**src/rtl/lc_bank_ctrl.sv**
```systemverilog
module lc_bank_ctrl #(
  parameter int SLOT = 0
) (
  input  logic        clk,
  input  logic        rst_n,
  input  logic        bus_valid,
  input  logic        bus_we,
  input  logic [15:0] bus_addr,
  output logic        ram_rd_en,
  output logic        ram_wr_en,
  output logic        rom_sel,
  output logic [13:0] ram_addr
);
  localparam logic [11:0] PAGE = 12'hC08 + 12'(SLOT);
  localparam logic [1:0] W_OFF = 2'd0, W_HALF = 2'd1, W_ON = 2'd2;

  logic       rd_ram, bank2;
  logic [1:0] wr_st;
  logic       rd_ram_n;
  logic [1:0] wr_st_n;

  logic sw_hit, hi_hit;
  assign sw_hit = bus_valid && (bus_addr[15:4] == PAGE);
  assign hi_hit = bus_valid && (bus_addr[15:12] >= 4'hD);

  always_comb begin
    rd_ram_n = rd_ram;
    wr_st_n  = wr_st;
    case (bus_addr[1:0])
      2'b00: begin rd_ram_n = 1'b1; wr_st_n = W_OFF; end
      2'b10: begin rd_ram_n = 1'b0; wr_st_n = W_OFF; end
      2'b01: begin rd_ram_n = 1'b0; wr_st_n = (wr_st == W_ON) ? W_ON : wr_st + 2'd1; end
      default: begin rd_ram_n = 1'b1; wr_st_n = (wr_st == W_ON) ? W_ON : wr_st + 2'd1; end
    endcase
    if (bus_we) wr_st_n = W_OFF;
  end

  always_ff @(posedge clk or negedge rst_n) begin
    if (!rst_n) begin
      rd_ram <= 1'b0;
      wr_st  <= W_ON;
      bank2  <= 1'b1;
    end else if (sw_hit) begin
      rd_ram <= rd_ram_n;
      wr_st  <= wr_st_n;
      bank2  <= ~bus_addr[3];
    end
  end

  assign ram_rd_en = hi_hit && !bus_we && rd_ram;
  assign rom_sel   = hi_hit && !bus_we && !rd_ram;
  assign ram_wr_en = hi_hit && bus_we && (wr_st == W_ON);
  assign ram_addr  = (bus_addr[15:12] == 4'hD) ? {1'b0, bank2, bus_addr[11:0]}
                                               : {1'b1, bus_addr[12:0]};
endmodule

```
**config.mk**
```make
export PLATFORM = sky130hd
export DESIGN_NAME = lc_bank_ctrl
export DESIGN_NICKNAME = d
export VERILOG_FILES = /design/src/rtl/lc_bank_ctrl.sv
export SDC_FILE = /design/constraint.sdc
export NUM_CORES = 1
export LEC_CHECK = 0
export BUFFER_PORTS_ARGS = -buffer_cell sky130_fd_sc_hd__buf_2
export CAP_MARGIN = 25
export CORE_AREA = 3 3 40 42
export CTS_BUF_LIST = sky130_fd_sc_hd__clkbuf_8
export CTS_CLUSTER_DIAMETER = 50
export DETAILED_ROUTE_END_ITERATION = 8
export DIE_AREA = 0 0 43 45
export GPL_TIMING_DRIVEN = 0
export PLACE_DENSITY = 0.72
export SYNTH_ARGS = -nofsm -noshare
export SYNTH_HDL_FRONTEND = slang
export SYNTH_SLANG_ARGS = --single-unit
```
**constraint.sdc**
```tcl
create_clock -name clk -period 1 [get_ports clk]
set_input_delay 0.1 -clock clk [delete_from_list [all_inputs] [get_ports clk]]
set_output_delay 0.1 -clock clk [all_outputs]
set_load 0.02 [all_outputs]
```
; After elaboration in Yosys (flattened, before gate mapping)
; Index checks and enable logic that the tools add are counted.
[totals]
ff_bits = 4
output_inout_bits = 17
[classes]
muxes = 5
add_sub_neg = 1
order_cmp = 1
n_reduce_logical = 12
bitwise_logic = 1
eq_ne = 5
[ops]
columns = cell, n
row1 = 14-bit 2-to-1 mux, 1
row2 = "12-bit equality test, second input constant", 1
row3 = 1-bit logical AND, 7
row4 = 2-bit 2-to-1 mux, 3
row5 = "2-bit equality test, second input constant", 2
row6 = "4-bit equality test, second input constant", 1
row7 = "4-bit greater-or-equal comparator, second input constant", 1
row8 = 2-bit OR reduction, 2
row9 = "2-bit by 1-bit adder with 2-bit output, second input constant", 1
row10 = "2-bit by 1-bit equality test with 1-bit output, second input constant", 1
row11 = 1-bit logical NOT, 2
row12 = 2-bit logical NOT, 1
row13 = 1-bit 2-to-1 mux, 1
row14 = 1-bit NOT, 1

; Logic depth before layout (Yosys ltp)
[logic_depth]
word_depth = 4
mapped_depth = 5

; Worst setup path after synthesis
; OpenSTA, ideal clock, no wires.
[synth_timing]
path_type = flip-flop to output port
start = reg wr_st[1]
end = out ram_wr_en
stages_incl_launch_ff = 4
arrival_time_ns = 0.959
setup_slack_ns = -0.059
path_cell_list = dfstp_2 > ha_1 > nand2_1 > nor2_1
[synth_via]
elab_chain_cells = 2
[synth_lines]
columns = element, line_no
row1 = "start, declared", 18  ; logic [1:0] wr_st;
row2 = "start signal, assigned", 45  ; wr_st <= wr_st_n;
row3 = 2-bit equality test, 52  ; assign ram_wr_en = hi_hit && bus_we && (wr_st == W_ON);
row4 = 1-bit logical AND, 52
row5 = "end, declared", 10  ; output logic ram_wr_en,
; Every way passes these cells.

; Final worst setup path
; Same ends and word-level chain as after synthesis.

==> metrics.md <==
| Metric | Value |
|---|---|
| Outcome | finished with violations |
| Failing checks | setup timing |
| Least-Margin Pin Slew | 0.380 ns |
| Pwr Density | about 960 mW/mm^2 |
| Initial Utilization | 0.326 |
| Total clock sinks | 4 |
| PortBufs | 35 |
| Final count of pins violating max slew | 0 |
| Routed wire length | 960 um |
| Hold Fails Final Rpt | 0 |
| Global route overflow | 0 |
| Max-cap violations | 0 |
| CP bufs+invs | 1 |
| Syn Nets | 71 |
| Critical path type | reg -> out |
| Worst Skew | 0.00000268 ns |
| Maximum clock rate | 809 MHz |
| GRT Util Overall | 0.112 |
| Global placement routability congestion | approximately 0.65 |
| Max stage delay on crit path | 0.51 ns |
| Area Overhead vs Synth | 71.6% |
| Post-Syn Instances | 47 |
| Cells on Worst Hold Path | 2 |
| Cell taking the most area after synthesis | buf_4 |
| Vias in the first global route | approximately 400 |
| DRC | 0 |
| Leakage | 0.000432 uW |
| Worst path top cell family by delay | flip-flops |
| TritonCTS buffer count | 3 |
| Worst Path Arrival | 1.14 ns |
| Crit-path slowest cell | dfstp_2 |
| Pre-CTS setup slack | -0.0708 ns |
| Setup TNS | -0.726 ns |
| Die H | around 45 um |
| Total die area | a little under 0.002 sq mm |
| Sequential area share after synthesis | 0.245 |
| Headroom to the max-slew limit | 0.744 |
| Antenna diode count | 0 |
| Peak supply drop | around 0.00049 V |
| DP Wirelength | 837 um |
| Avg WL per Cell | 9.23 um |
| Via count | approximately 440 |
| R2r worst-path depth | 6 |
| Share of cells above drive strength 1 | 0.719 |
| Root Buffer | clkbuf_8 |
| Syn. warnings | 0 |
| Final Non-Filler Cells | 104 |
| CP cell instances | ha_1 > nand2_1 > nor2_2 > buf_4 |
| Initial antenna violation count | 0 |
| Minimum clock period | around 1.2 ns |
| Vias/cell | 4.25 |
| DR pass1 iterations | 4 |
| Iter 0 DRT Violations | 5 |
| Clock-pin slew on the worst setup and hold paths | 0.03 ns |
| I/O pin total | 37 |
| Mapped Area | 419 sq um |
| Post-Syn Area per Cell | a little under 9 sq um |
| Synth Register Bits | 4 |
| First-pass GRT wire length | 1570 um |
| Worst reg2reg setup slack | -0.21 ns |
| CTS tree | built |
| Synth area leaders | buf_4 (21%), dfstp_2 (13%), dfrtp_1 (12%) |
| Largest net degree at the start of global routing | 5 |
| Cell count along the critical path | 4 |
| Clock network latency to the later pin of the worst-skew pair | between 0.2 and 0.25 ns |
| HP Class | in -> reg |
| CP required | 0.90 ns |
| RSZ-0062 raised after global routing | yes |
| CTS H-Tree Depth | 1 |
| Final period util | 1.24 |
| Die Width | about 43 um |
| CP Capture Type | output port |
| Clk buf depth | 2 |
| Synth top area share | 0.215 |
| CP Max Fanout | 2 |
| Placed insts | between 90 and 100 |
| Fin nets | approximately 120 |
| Setup ws final | -0.236 ns |
| Endpoints failing setup | 6 |
| Startpoint type of the worst setup path | flip-flop |
| Core area | ~0.0013 sq mm |
| Synth unique cells | 15 |
| Num rows | 13 |
| Fillers | 127 |
| Post-route ant nets | 0 |
## cell usage after synthesis
| cell | instances |
|---|---|
| inv_1 | 6 |
| nor2_1 | 3 |
| o31a_1 | 1 |
| mux2i_1 | 4 |
| buf_4 | 12 |
| dfrtp_1 | 2 |
| dfstp_2 | 2 |
| nand4_2 | 1 |
| o21ai_0 | 1 |
| nor4_2 | 1 |
| nor3_1 | 3 |
| ha_1 | 4 |
| and3_1 | 1 |
| nand2_1 | 5 |
| nor4b_4 | 1 |
## placed cells by master (no fill, tap or decap), types with 2 or more instances in the layout
cell type	count
buf_2	32
buf_6	2
clkbuf_8	3
nor2_1	2
mux2i_1	4
nor3_1	3
buf_4	16
inv_2	3
ha_1	3
dfrtp_1	2
nand2_1	4
dfstp_2	2
inv_1	3
## layer usage
| layer | up-vias | part of all wire | GRT usage |
|---|---|---|---|
| met1 | 190 | 0.38 | 0.117 |
| met4 | 0 | 0.021 | 0.0723 |
| met2 | 18 | 0.49 | 0.186 |
| met5 | - | 0 | 0 |
| met3 | 3 | 0.10 | 0.0478 |
| li1 | 231 | - | - |
## worst reg2reg max path, cell delays in order (launching register included)
cell and delay, ns:
dfstp_2 0.51, buf_4 0.10, buf_6 0.08, inv_2 0.04, ha_4 0.24, nand2_1 0.04, mux2i_1 0.13
## cell families (layout without fill, tap and decap cells)
kind of cell,count (synthesis),in the layout,share of synthesized area
buffers and inverters,18,60,0.269
AND/OR/NAND/NOR,15,15,0.239
adder cells (fa/ha/maj),4,4,0.119
multiplexers,4,4,0.0955
flip-flops,4,4,0.245
AO/OA/AOI/OAI,2,2,0.0328
## worst paths after layout
kind                              from   endpoint
hold reg to reg                 rd_ram     rd_ram
min in group asynchronous        rst_n     rd_ram
setup reg to reg              wr_st[1]   wr_st[1]
setup / recovery              wr_st[1]  ram_wr_en
hold / removal             bus_addr[3]      bank2
max in group asynchronous        rst_n   wr_st[1]
## final cells by class
| cell class | instances | area, sq um | area share |
|---|---|---|---|
| inverters | 6 | 22.5 | 0.0313 |
| well taps | 15 | 18.8 | 0.0261 |
| flip-flops and latches | 4 | 103 | 0.143 |
| clock buffers | 3 | 41.3 | 0.0574 |
| plain buffers | 12 | 90.1 | 0.125 |
| multi-input cells | 25 | 221 | 0.308 |
| repair buffers | 39 | 223 | 0.310 |
## flip-flops by register name, indices dropped and copies added, names as in the netlist
register  count
wr_st         2
bank2         1
rd_ram        1
## repair_timing
item                                    4_1_cts  5_1_grt
pin swaps                                     3        0
endpoints found under the hold margin         4        0
hold buffers                                  1        0
setup buffers                                 2        1
endpoints found under the setup margin        5        6
resized for setup                             5        3
## report_power, final
part	switching (uW)	internal [uW]
clock network	79.1	256
registers	0.473	165
logic	94.2	93.6
## metrics by stage
stage                     hold slack [ns]   util  cell area, sq um  total power (uW)
final                              0.0434  0.560               719               688
after global routing               0.0682  0.560               719               731
after CTS                          0.0418  0.549               706               701
after detailed placement          -0.0927  0.489               628               348
after global placement            -0.0909  0.489               628               346
after floorplan                    -0.196      -               434               267
(Power assumes the default switching activity.)
